File: config.mk
export PLATFORM = sky130hd
export DESIGN_NAME = rdc_track_loop
export DESIGN_NICKNAME = d
export VERILOG_FILES = /design/src/rtl/rdc_track_loop.sv
export SDC_FILE = /design/constraint.sdc
export NUM_CORES = 1
export LEC_CHECK = 0
export BUFFER_PORTS_ARGS = -buffer_cell sky130_fd_sc_hd__buf_2
export CAP_MARGIN = 40
export CORE_MARGIN = 2
export CORE_UTILIZATION = 57
export DETAILED_ROUTE_END_ITERATION = 8
export GPL_TIMING_DRIVEN = 0
export PLACE_DENSITY = 0.75
export SYNTH_ARGS = -nofsm -noshare
export SYNTH_HDL_FRONTEND = slang
export SYNTH_SLANG_ARGS = --single-unit
File: constraint.sdc
create_clock -name clk -period 29.2 [get_ports clk]
set_input_delay 8.76 -clock clk [delete_from_list [all_inputs] [get_ports clk]]
set_output_delay 8.76 -clock clk [all_outputs]
set_load 0.01 [all_outputs]
File: src/rtl/rdc_track_loop.sv
module rdc_track_loop #(
  parameter int ERR_W    = 16,
  parameter int ANG_W    = 16,
  parameter int ACC_W    = 24,
  parameter int NCO_W    = 26,
  parameter int KI_LO    = 2,
  parameter int KI_HI    = 4,
  parameter int LEAD_LO  = 3,
  parameter int LEAD_HI  = 5,
  parameter int LAG_LO   = 3,
  parameter int LAG_HI   = 2,
  parameter int STEP_TH  = 262144,
  parameter int BUSY_WIN = 8
) (
  input  logic                    clk,
  input  logic                    rst,
  input  logic                    err_vld,
  input  logic signed [ERR_W-1:0] err_in,
  input  logic [1:0]              res_sel,
  input  logic                    bw_hi,
  input  logic                    hold_req,
  output logic [ANG_W-1:0]        angle_live,
  output logic [ANG_W-1:0]        angle_out,
  output logic signed [ANG_W-1:0] velocity,
  output logic                    busy
);

  localparam int XW  = ACC_W + 2;
  localparam int QW  = $clog2(BUSY_WIN + 1);
  localparam logic signed [XW-1:0]  A_MAX = {3'b000, {(ACC_W-1){1'b1}}};
  localparam logic signed [XW-1:0]  A_MIN = {3'b111, {(ACC_W-1){1'b0}}};
  localparam logic signed [NCO_W:0] N_MAX = {2'b00, {(NCO_W-1){1'b1}}};
  localparam logic signed [NCO_W:0] N_MIN = {2'b11, {(NCO_W-1){1'b0}}};
  localparam logic signed [NCO_W:0] TH    = (NCO_W+1)'(STEP_TH);
  localparam logic [QW-1:0]         QMAX  = QW'(BUSY_WIN);

  function automatic logic signed [XW-1:0] ext(input logic signed [ACC_W-1:0] v);
    return XW'(v);
  endfunction

  function automatic logic signed [ACC_W-1:0] sat_acc(input logic signed [XW-1:0] v);
    if (v > A_MAX) return A_MAX[ACC_W-1:0];
    if (v < A_MIN) return A_MIN[ACC_W-1:0];
    return v[ACC_W-1:0];
  endfunction

  logic signed [ACC_W-1:0] integ_q, lag_q;
  logic signed [NCO_W-1:0] nco_q;
  logic [ANG_W-1:0]        cnt_q, frz_q;
  logic [QW-1:0]           quiet_q;

  logic [4:0]              ki_sh, lead_sh, lag_sh;
  logic signed [XW-1:0]    err_x, lag_dif;
  logic signed [ACC_W-1:0] integ_d, lead_u, lag_d;
  logic signed [NCO_W:0]   nco_sum, nco_sat;
  logic signed [NCO_W-1:0] nco_d;
  logic                    step_up, step_dn;
  logic [2:0]              drop;
  logic [ANG_W-1:0]        mask, step, base, cnt_d;
  logic signed [ANG_W-1:0] vel_full;

  assign ki_sh   = bw_hi ? 5'(KI_HI)   : 5'(KI_LO);
  assign lead_sh = bw_hi ? 5'(LEAD_HI) : 5'(LEAD_LO);
  assign lag_sh  = bw_hi ? 5'(LAG_HI)  : 5'(LAG_LO);
  assign err_x   = XW'(err_in);

  assign integ_d = sat_acc(ext(integ_q) + (err_x <<< ki_sh));
  assign lead_u  = sat_acc(ext(integ_d) + (err_x <<< lead_sh));
  assign lag_dif = ext(lead_u) - ext(lag_q);
  assign lag_d   = sat_acc(ext(lag_q) + (lag_dif >>> lag_sh));

  assign nco_sum = (NCO_W+1)'(nco_q) + (NCO_W+1)'(lag_d);
  assign nco_sat = (nco_sum > N_MAX) ? N_MAX : (nco_sum < N_MIN) ? N_MIN : nco_sum;
  assign step_up = nco_sat >= TH;
  assign step_dn = nco_sat <= -TH;
  assign nco_d   = NCO_W'(step_up ? nco_sat - TH : step_dn ? nco_sat + TH : nco_sat);

  assign drop  = 3'd6 - {res_sel, 1'b0};
  assign mask  = {ANG_W{1'b1}} << drop;
  assign step  = ANG_W'(1) << drop;
  assign base  = cnt_q & mask;
  assign cnt_d = step_up ? base + step : step_dn ? base - step : cnt_q;

  always_ff @(posedge clk) begin
    if (rst) begin
      integ_q <= '0;
      lag_q   <= '0;
      nco_q   <= '0;
      cnt_q   <= '0;
      frz_q   <= '0;
      quiet_q <= QMAX;
    end else begin
      if (err_vld) begin
        integ_q <= integ_d;
        lag_q   <= lag_d;
        nco_q   <= nco_d;
        cnt_q   <= cnt_d;
        if (step_up || step_dn) quiet_q <= '0;
        else if (quiet_q < QMAX) quiet_q <= quiet_q + 1'b1;
      end
      if (!hold_req) frz_q <= (err_vld ? cnt_d : cnt_q) & mask;
    end
  end

  assign vel_full   = integ_q[ACC_W-1 -: ANG_W];
  assign velocity   = vel_full >>> drop;
  assign angle_live = base;
  assign angle_out  = frz_q;
  assign busy       = quiet_q < QMAX;

endmodule

==> results.sh, run 1 <==
export IMPL_status="finished clean"
export IMPL_syn_area_per_cell_um2=7.541
export IMPL_synth_warnings=0
export IMPL_die_w_um=154.5
export IMPL_syn_inst=1713
export IMPL_firstDrtPassIters=5
export IMPL_hold_viol_final=0
export IMPL_ctsRootBufferMaster="clkbuf_16"
export IMPL_yosysTopAreaCell="dfxtp_1"
export IMPL_tritoncts="yes"
export IMPL_diodes=0
export IMPL_synth_area_mux_share_pct=5.201
export IMPL_clk_pin_slew_worst_paths_ns=0.10
export IMPL_synth_cell_types=99
export IMPL_max_cap_violations=0
export IMPL_hold_path_class="flop to flop"
export IMPL_worst_path_max_fanout=16
export IMPL_required_ns=29.52
export IMPL_relSlewSlack_pct=43.06
export IMPL_grtUsageTotal_pct=31.57
export IMPL_clk_latency_ns=0.39
export IMPL_cts_sinks=110
export IMPL_core_area_um2=22430
export IMPL_critPathMaxStageDelay_ns=0.51
export IMPL_io_buffers=69
export IMPL_antenna_found_initial=0
export IMPL_synth_xor_area_share_pct=6.373
export IMPL_via_per_inst=6.369
export IMPL_synthesis_area_um2=12920
export IMPL_drt_total_wl_um=38750
export IMPL_synth_fa_ha_area_share_pct=13.84
export IMPL_finish_utilization_pct=62.45
export IMPL_post_route_period_util_pct=96.27
export IMPL_crit_path_end_kind="flop"
export IMPL_initial_core_util_pct=57.58
export IMPL_synth_top_cells_by_area="dfxtp_1, ha_1, a21oi_1, nor2_1, a21o_1"
export IMPL_yosys_area_share_simple_pct=21.99
export IMPL_cp_common_cell="a21oi_1"
export IMPL_numCtsBuffers=9
export IMPL_ys_seq_area_share_pct=17.05
export IMPL_drc=0
export IMPL_final_nets=1959
export IMPL_place_congestion=0.9764
export IMPL_final_max_slew_viol_count=0
export IMPL_arrival_ns=28.43
export IMPL_timing_fmax_ghz=0.03557
export IMPL_setup_violations=0
export IMPL_synth_seq_cells=110
export IMPL_synth_top_area_share_pct=17.05
export IMPL_synth_compound_area_share_pct=29.78
export IMPL_initialDrtViolationCount=955
export IMPL_ant_nets=0
export IMPL_cts_path_max_buffers=2
export IMPL_area_growth_pct=8.456
export IMPL_pin_count=72
export IMPL_critPathSlowestCell="a2111o_1"
export IMPL_synth_edf_count=0
export IMPL_period_needed_ns=28.11
export IMPL_wl_per_cell_um=18.56
export IMPL_postCtsHoldBufs=0
export IMPL_vias=13298
export IMPL_dieArea_um2=23880
export IMPL_drive_above_1_share_pct=10.43
export IMPL_rows=55
export IMPL_cp_start_kind="input port"
export IMPL_synth_ff_type="dfxtp_1"
export IMPL_synth_async_reset_ratio_pct=0
export IMPL_htree_num_levels=3
export IMPL_grt_pass1_vias=12208
export IMPL_die_h_um=154.5
export IMPL_path_class="input port to flop"
export IMPL_grt_max_degree=25
export IMPL_synth_top_family_by_area="compound AO/OA/AOI/OAI gates"
export IMPL_worst_slew_pin_transition_ns=0.8542
export IMPL_post_dp_hpwl_um=30400
export IMPL_finalClockSkew_ns=0.02313
export IMPL_grt_overflow_total=0
export IMPL_grt_pass1_wl_um=61220
==> worst max-delay path, delay by kind of cell <==
family | cells | cell delay (ns)
AOI/OAI and AO/OA | 51 | 11.78
buffers and inverters | 12 | 2.99
and+or+nand+nor | 16 | 2.32
adders and majority gates | 7 | 2.10
muxes | 1 | 0.43
==> layer usage <==
metal  global-route usage, %  part of all wire, %  up-vias
li1                        -                    -     6493
met1                   43.06                   45     6239
met2                   51.49                   45      493
met3                   4.791                  7.5       73
met4                   9.700                  2.6        0
met5                       0                    0        -
==> flip-flops by register name, summed over array words and instances (netlist names) <==
| name | flops |
|---|---|
| lag_q | 24 |
| quiet_q | 4 |
| angle_out | 16 |
| integ_q | 24 |
| cnt_q | 16 |
| nco_q | 26 |
==> layout make-up <==
type	count	area [um2]
inverter	95	356.6
tap	285	356.6
clock buffer	9	225.2
sequential	110	2202
buffer	88	380.4
clock inverter	7	98.84
multi-input combinational	1422	10020
fill	2115	8424
timing repair buffer	72	365.4
==> repair_timing <==
action                                  4_1_cts  5_1_grt
pin swaps                                     1        1
endpoints found under the setup margin       40       44
buffers inserted                              2        0
resized for setup                             3       12
==> worst paths after layout <==
kind	startpoint	endpoint	slack, ns	cells past startpoint
max	bw_hi	angle_out[4]	1.09	87
min	angle_out[4]	angle_out[4]	0.49	2
max reg2reg	integ_q[11]	angle_out[4]	10.25	84
min reg2reg	angle_out[4]	angle_out[4]	0.49	2
==> placed cells by master, fill, tap and decap left out, types with 37 or more instances in the layout <==
master    netlist  routed
nor2_1        161     161
ha_1          134     134
nand2_1       125     125
a21oi_1       121     120
dfxtp_1       110     110
o21ai_0        93      93
inv_1          92      92
a21o_1         76      76
buf_2           1      72
clkbuf_1       70      63
xnor2_1        63      63
nor3_1         52      52
nand3_1        38      38
a211oi_1       37      37
==> synth_stat cells, drive strengths merged (5+ instances only) <==
library cell and count:
inv 93, a21oi 122, nor2 161, nand3 38
o31a 6, o21ai 99, a211o 6, or2 18
nor4 15, a221oi 31, mux4 6, nand2 127
o31ai 9, a21boi 8, or4 9, a211oi 39
a2111oi 6, dfxtp 110, nor3 52, nand4 22
o2111ai 7, a31oi 24, and2 13, o22ai 8
and3 16, nor2b 26, mux2 18, mux2i 33
ha 134, or3 20, o21bai 16, xnor2 63
clkbuf 70, o211a 9, a311oi 5, nand2b 35
buf 20, a41oi 7, xor2 31, o21a 20
a21o 76, o211ai 11, or3b 5
==> through the flow <==
stage	instance area [um2]	hold slack (ns)	cells	setup TNS, ns	setup WS (ns)
2_1_floorplan	12930	0.4574	1717	0	3.567
3_3_place_gp	13630	0.4535	2071	-18.82	-0.8187
3_5_place_dp	13640	0.4690	2072	-18.71	-0.8030
4_1_cts	13990	0.4875	2090	0	0.1874
5_1_grt	14010	0.5089	2088	-0.02614	-0.01062
6_report	14010	0.4865	2088	0	1.089
==> kinds of logic after synthesis <==
| group | count (synthesis) |
|---|---|
| AND/OR/NAND/NOR | 572 |
| AO/OA/AOI/OAI | 552 |
| buffers and inverters | 185 |
| adder cells (fa/ha/maj) | 141 |
| flip-flops | 110 |
| XOR/XNOR | 94 |
| multiplexers | 57 |
| other | 2 |
Power of run 1 is not shown: default switching activity piles up to over one toggle a cycle in this logic, so the estimate is an artifact.
==> run 2: changes to the inputs <==
--- a/config.mk
+++ b/config.mk
@@ -8,10 +8,10 @@
 export BUFFER_PORTS_ARGS = -buffer_cell sky130_fd_sc_hd__buf_2
 export CAP_MARGIN = 40
 export CORE_MARGIN = 2
-export CORE_UTILIZATION = 57
+export CORE_UTILIZATION = 55
 export DETAILED_ROUTE_END_ITERATION = 8
 export GPL_TIMING_DRIVEN = 0
-export PLACE_DENSITY = 0.75
+export PLACE_DENSITY = 0.73
 export SYNTH_ARGS = -nofsm -noshare
 export SYNTH_HDL_FRONTEND = slang
 export SYNTH_SLANG_ARGS = --single-unit
==> run 2 against run 1 <==
  * Routed wire length grew 0.60%
  * Setup slack gained 0.24 ns
  * Die area grew 3.5%
  * Final cell count grew 1.8%
  * Global-route usage shrank 0.54 points
  * Fmax grew 0.86%
  * Non-clock buffer count grew 4
  * Utilization shrank 1.9 points
  * Flip-flop and latch count is the same
  * Critical path type unchanged
  * Largest cell class unchanged
  * Highest routed layer unchanged
==> results.sh, run 2 (synthesis gave the netlist of run 1 again) <==
export IMPL_dieArea_um2=24730
export IMPL_met1_usage_pct=43.59
export IMPL_clk_latency_ns=0.38
export IMPL_status="finished clean"
export IMPL_cts_sinks=110
export IMPL_hold_viol_final=0
export IMPL_grt_most_used_layer="met2"
export IMPL_worst_slew_pin_transition_ns=0.8527
export IMPL_cp_common_cell="a21oi_1"
export IMPL_post_route_cell_area_um2=14090
export IMPL_wl_per_cell_um=18.34
export IMPL_die_w_um=157.3
export IMPL_final_common_cell="nor2_1"
export IMPL_rows=56
export IMPL_htree_num_levels=3
export IMPL_vias=13189
export IMPL_io_buffers=69
export IMPL_clk_pin_slew_worst_paths_ns=0.09
export IMPL_cp_start_kind="input port"
export IMPL_setup_tns_ns=0
export IMPL_die_h_um=157.3
export IMPL_core_area_um2=23260
export IMPL_largest_reg_flops=26
export IMPL_worst_path_max_fanout=16
export IMPL_via_per_inst=6.204
export IMPL_reg_largest_list="nco_q (26), integ_q (24), lag_q (24)"
export IMPL_rsz0062_at_grt="no"
export IMPL_diodes=0
export IMPL_post_dp_hpwl_um=30380
export IMPL_area_growth_pct=9.105
export IMPL_dp_cells=2107
export IMPL_dp_slack_ns=-0.9531
export IMPL_ctsRootBufferMaster="clkbuf_16"
export IMPL_post_route_period_util_pct=95.45
export IMPL_setup_violations=0
export IMPL_hold_path_class="flop to flop"
export IMPL_pin_count=72
export IMPL_antenna_found_initial=0
export IMPL_final_cell_mix="nor2_1, ha_1, nand2_1"
export IMPL_drt_total_wl_um=38980
export IMPL_period_needed_ns=27.87
export IMPL_relSlewSlack_pct=43.15
export IMPL_use_met2_pct=49.37
export IMPL_grt_pass1_vias=12108
export IMPL_placed_area_um2=13690
export IMPL_numCtsBuffers=9
export IMPL_max_cap_violations=0
export IMPL_grtUsageTotal_pct=31.03
export IMPL_ant_nets=0
export IMPL_fillerInstances=2187
export IMPL_initialDrtViolationCount=896
export IMPL_cts_path_max_buffers=2
export IMPL_required_ns=29.51
export IMPL_stdcell_count=2126
export IMPL_crit_family="compound AO/OA/AOI/OAI gates"
export IMPL_drc=0
export IMPL_critPathSlowestCell="a2111o_1"
export IMPL_met3_usage_pct=4.075
export IMPL_initial_core_util_pct=55.53
export IMPL_regMostFlops="nco_q"
export IMPL_crit_path_end_kind="flop"
export IMPL_final_nets=1963
export IMPL_tritoncts="yes"
export IMPL_path_class="input port to flop"
export IMPL_critPathMaxStageDelay_ns=0.52
export IMPL_arrival_ns=28.18
export IMPL_place_congestion=0.9603
export IMPL_grt_pass1_wl_um=61690
export IMPL_postCtsHoldBufs=0
export IMPL_timing_fmax_ghz=0.03588
export IMPL_firstDrtPassIters=7
export IMPL_setup_ws_ns=1.329
export IMPL_final_max_slew_viol_count=0
export IMPL_drive_above_1_share_pct=10.57
export IMPL_grt_max_degree=24
export IMPL_finalClockSkew_ns=0.02006
export IMPL_cp_num_buf_inv=11
export IMPL_grt_overflow_total=0
-- run 2: changes by cell type in the layout (fill, tap and decap cells not counted), moves of 2 or more --
cell      delta
inv_8        +3
a41oi_2      -2
buf_2        -2
buf_4        +2
clkbuf_4     +2
inv_12       -2
inv_6        -2
-- run 2: worst paths after layout --
| path | endpoint | startpoint | slack (ns) | cells after the start |
|---|---|---|---|---|
| max reg2reg | angle_out[4] | integ_q[12] | 10.29 | 82 |
| min reg2reg | angle_out[4] | angle_out[4] | 0.47 | 2 |
| min | angle_out[4] | angle_out[4] | 0.47 | 2 |
| max | angle_out[4] | bw_hi | 1.33 | 86 |
-- run 2: area by class of cell --
type	instances	area (um2)	area share, %
multi-input combinational	1422	10040	71.22
sequential	110	2202	15.63
tap	319	399.1	2.832
timing repair buffer	75	394.1	2.797
buffer	89	387.9	2.752
inverter	95	356.6	2.530
clock buffer	9	225.2	1.598
clock inverter	7	91.34	0.6481
-- run 2: metal layers --
layer  part of all wire [%]  wire (um)
met3                    6.4       2497
met4                    2.3        912
met1                     46      18080
met5                      0          0
met2                     45      17490
-- run 2: worst reg2reg max path: cells and delay by family, from the launching register on --
family	cells	cell delay [ns]
buffers and inverters	8	2.01
AO/OA/AOI/OAI	52	11.92
flip-flops	1	0.51
AND/OR/NAND/NOR	15	2.22
adder cells (fa/ha/maj)	7	2.17
-- run 2: stage by stage --
stage | utilization [%] | hold slack [ns]
after floorplan | - | 0.4574
after global placement | 58.79 | 0.4570
after detailed placement | 58.86 | 0.4577
after CTS | 60.37 | 0.4735
after global routing | 60.59 | 0.4890
final | 60.59 | 0.4669
-- run 2: timing repair --
action	CTS	global route
setup endpoints to repair	43	44
buffers inserted	4	0
pin swaps	1	1
gates resized for setup	1	21
Power of run 2 is left out for the same reason.
==> run 3: changes to the inputs <==
--- a/config.mk
+++ b/config.mk
@@ -5,11 +5,13 @@
 export SDC_FILE = /design/constraint.sdc
 export NUM_CORES = 1
 export LEC_CHECK = 0
+export ABC_AREA = 1
 export BUFFER_PORTS_ARGS = -buffer_cell sky130_fd_sc_hd__buf_2
 export CAP_MARGIN = 40
 export CORE_MARGIN = 2
 export CORE_UTILIZATION = 55
 export DETAILED_ROUTE_END_ITERATION = 8
+export GPL_ROUTABILITY_DRIVEN = 0
 export GPL_TIMING_DRIVEN = 0
 export PLACE_DENSITY = 0.73
 export SYNTH_ARGS = -nofsm -noshare
==> run 3 against run 2 <==
  * Fmax is 19% higher
  * First-iteration DRC count is 23% higher
  * Synthesized area is 3.1% higher
  * Routed wire length is 1.9% higher
  * Synthesized cell count is 24% higher
  * Via count is 8.3% higher
  * Critical path type unchanged
==> results.sh, run 3 <==
export IMPL_status="finished clean"
export IMPL_cp_common_cell="nand2_1"
export IMPL_fillerInstances=2382
export IMPL_min_from="angle_out[4]"
export IMPL_via_per_inst=5.623
export IMPL_worst_slew_pin_transition_ns=0.8485
export IMPL_ant_nets=0
export IMPL_wl_per_cell_um=15.64
export IMPL_syn_area_per_cell_um2=6.252
export IMPL_grt_pass1_vias=12817
export IMPL_critPathSlowestCell="o21ai_0"
export IMPL_period_needed_ns=23.46
export IMPL_postCtsHoldBufs=0
export IMPL_worst_path_max_fanout=10
export IMPL_hold_path_end="angle_out[4]"
export IMPL_post_route_period_util_pct=80.36
export IMPL_synth_edf_count=0
export IMPL_synth_xor_area_share_pct=7.090
export IMPL_critPathLaunch="bw_hi"
export IMPL_cts_sinks=110
export IMPL_crit_path_end_kind="flop"
export IMPL_reg2reg_slack_ns=14.76
export IMPL_initial_core_util_pct=56.43
export IMPL_final_max_slew_viol_count=0
export IMPL_rr_startpoint="integ_q[5]"
export IMPL_postCtsSetupRepairBufs=0
export IMPL_final_common_cell="nand2_1"
export IMPL_dieArea_um2=25490
export IMPL_hold_path_class="flop to flop"
export IMPL_cts_path_max_buffers=2
export IMPL_ys_seq_area_share_pct=16.53
export IMPL_hold_path_depth=2
export IMPL_max_cap_violations=0
export IMPL_drc=0
export IMPL_met3_usage_pct=3.610
export IMPL_post_dp_hpwl_um=32330
export IMPL_pin_count=72
export IMPL_synth_compound_area_share_pct=22.43
export IMPL_grt_pass1_wl_um=64070
export IMPL_syn_inst=2131
export IMPL_rsz0062_at_grt="no"
export IMPL_relSlewSlack_pct=42.83
export IMPL_synth_async_reset_ratio_pct=0
export IMPL_synth_top_family_by_area="simple AND/OR/NAND/NOR gates"
export IMPL_setup_violations=0
export IMPL_synth_ff_type="dfxtp_1"
export IMPL_path_class="input port to flop"
export IMPL_synth_fa_ha_area_share_pct=13.18
export IMPL_critPathMaxStageDelay_ns=0.71
export IMPL_synth_cell_types=61
export IMPL_ys_top_cells_by_count="nand2_1, inv_1, a21oi_1"
export IMPL_synth_top_cells_by_area="dfxtp_1, nand2_1, ha_1, a21oi_1, o21ai_0"
export IMPL_antenna_found_initial=0
export IMPL_clk_pin_slew_worst_paths_ns=0.10
export IMPL_met1_usage_pct=42.59
export IMPL_crit_family="compound AO/OA/AOI/OAI gates"
export IMPL_setup_tns_ns=0
export IMPL_hold_viol_final=0
export IMPL_diodes=0
export IMPL_grt_overflow_total=0
export IMPL_ctsResizeCount=0
export IMPL_stdcell_count=2539
export IMPL_drive_above_1_share_pct=10.50
export IMPL_drt_total_wl_um=39720
export IMPL_reg2reg_to="angle_out[13]"
export IMPL_initialDrtViolationCount=1098
export IMPL_io_buffers=68
export IMPL_yosysTopAreaCell="dfxtp_1"
export IMPL_firstDrtPassIters=6
export IMPL_use_met2_pct=48.60
export IMPL_rows=56
export IMPL_ctsRootBufferMaster="clkbuf_16"
export IMPL_grt_max_degree=25
export IMPL_synth_seq_cells=110
export IMPL_die_w_um=159.6
export IMPL_dp_cells=2523
export IMPL_synth_warnings=0
export IMPL_final_cell_mix="nand2_1, inv_1, a21oi_1"
export IMPL_die_h_um=159.6
export IMPL_grt_most_used_layer="met2"
export IMPL_vias=14278
export IMPL_synth_area_mux_share_pct=0.07512
export IMPL_cp_num_buf_inv=14
export IMPL_grtUsageTotal_pct=30.40
export IMPL_final_nets=2376
export IMPL_clk_latency_ns=0.38
export IMPL_reg2reg_depth=88
export IMPL_cp_start_kind="input port"
export IMPL_area_growth_pct=8.151
export IMPL_required_ns=29.48
export IMPL_synth_top_area_share_pct=16.53
export IMPL_arrival_ns=23.75
export IMPL_largest_reg_flops=26
export IMPL_yosys_area_share_simple_pct=29.67
export IMPL_synthesis_area_um2=13320
export IMPL_numCtsBuffers=9
export IMPL_reg_largest_list="nco_q (26), integ_q (24), lag_q (24)"
export IMPL_finalClockSkew_ns=0.01867
export IMPL_htree_num_levels=3
export IMPL_core_area_um2=23610
export IMPL_synth_most_common_cell="nand2_1"
export IMPL_timing_fmax_ghz=0.04262
export IMPL_regMostFlops="nco_q"
export IMPL_tritoncts="yes"
run 3: changes by cell type after synthesis, sizes merged, moves of 69 or more:
cell / before / now
a21o: 76 / 7
a21oi: 122 / 222
inv: 93 / 281
nand2: 127 / 521
nand3: 38 / 126
o21ai: 99 / 249
run 3: cells by family after synthesis:
kind of cell | Yosys count
flops | 110
fa+ha+maj | 138
buf+inv | 358
simple gates | 879
compound gates | 539
other cells | 2
mux | 1
xor+xnor | 104
run 3: cell type report:
cell class / count / area [um2] / share of cell area, %
Multi-Input combinational cell: 1667 / 9677 / 67.15
Timing Repair Buffer: 69 / 345.3 / 2.396
Inverter: 282 / 1064 / 7.380
Tap cell: 319 / 399.1 / 2.770
Clock buffer: 9 / 225.2 / 1.563
Buffer: 76 / 396.6 / 2.752
Sequential cell: 110 / 2202 / 15.28
Clock inverter: 7 / 101.3 / 0.7033
run 3: per-layer routing:
metal  vias up  part of all wire [%]
li1       7220                     -
met4         0                   2.7
met1      6514                    46
met5         -                     0
met2       482                    45
met3        62                   6.5
run 3: through the flow:
step | setup slack [ns] | utilization (%) | instance area, um2 | hold slack (ns)
6_report | 5.735 | 61.03 | 14410 | 0.4583
5_1_grt | 4.326 | 61.03 | 14410 | 0.4883
4_1_cts | 6.003 | 61.03 | 14410 | 0.4605
3_5_place_dp | 5.613 | 59.64 | 14080 | 0.4355
3_3_place_gp | 5.741 | 59.62 | 14080 | 0.4330
2_1_floorplan | 8.942 | - | 13340 | 0.4555
run 3: how the worst max path moves through the flow:
stage               endpoint  slack [ns]  cells after the start
5_1_grt        angle_out[13]        4.33                     90
6_report       angle_out[13]        5.74                     91
4_1_cts        angle_out[11]        6.00                     89
2_1_floorplan       cnt_q[0]        8.94                     93
3_3_place_gp   angle_out[15]        5.74                     89
3_5_place_dp   angle_out[11]        5.61                     89
run 3: worst reg2reg max path, delay by kind of cell, from the launching register on:
family / cells / cell delay, ns
and+or+nand+nor: 41 / 4.69
AOI/OAI and AO/OA: 28 / 5.51
adders and majority gates: 5 / 1.93
DFF: 1 / 0.33
buffers and inverters: 13 / 1.63
xor gates and xnor gates: 1 / 0.24
Power of run 3 is left out for the same reason.
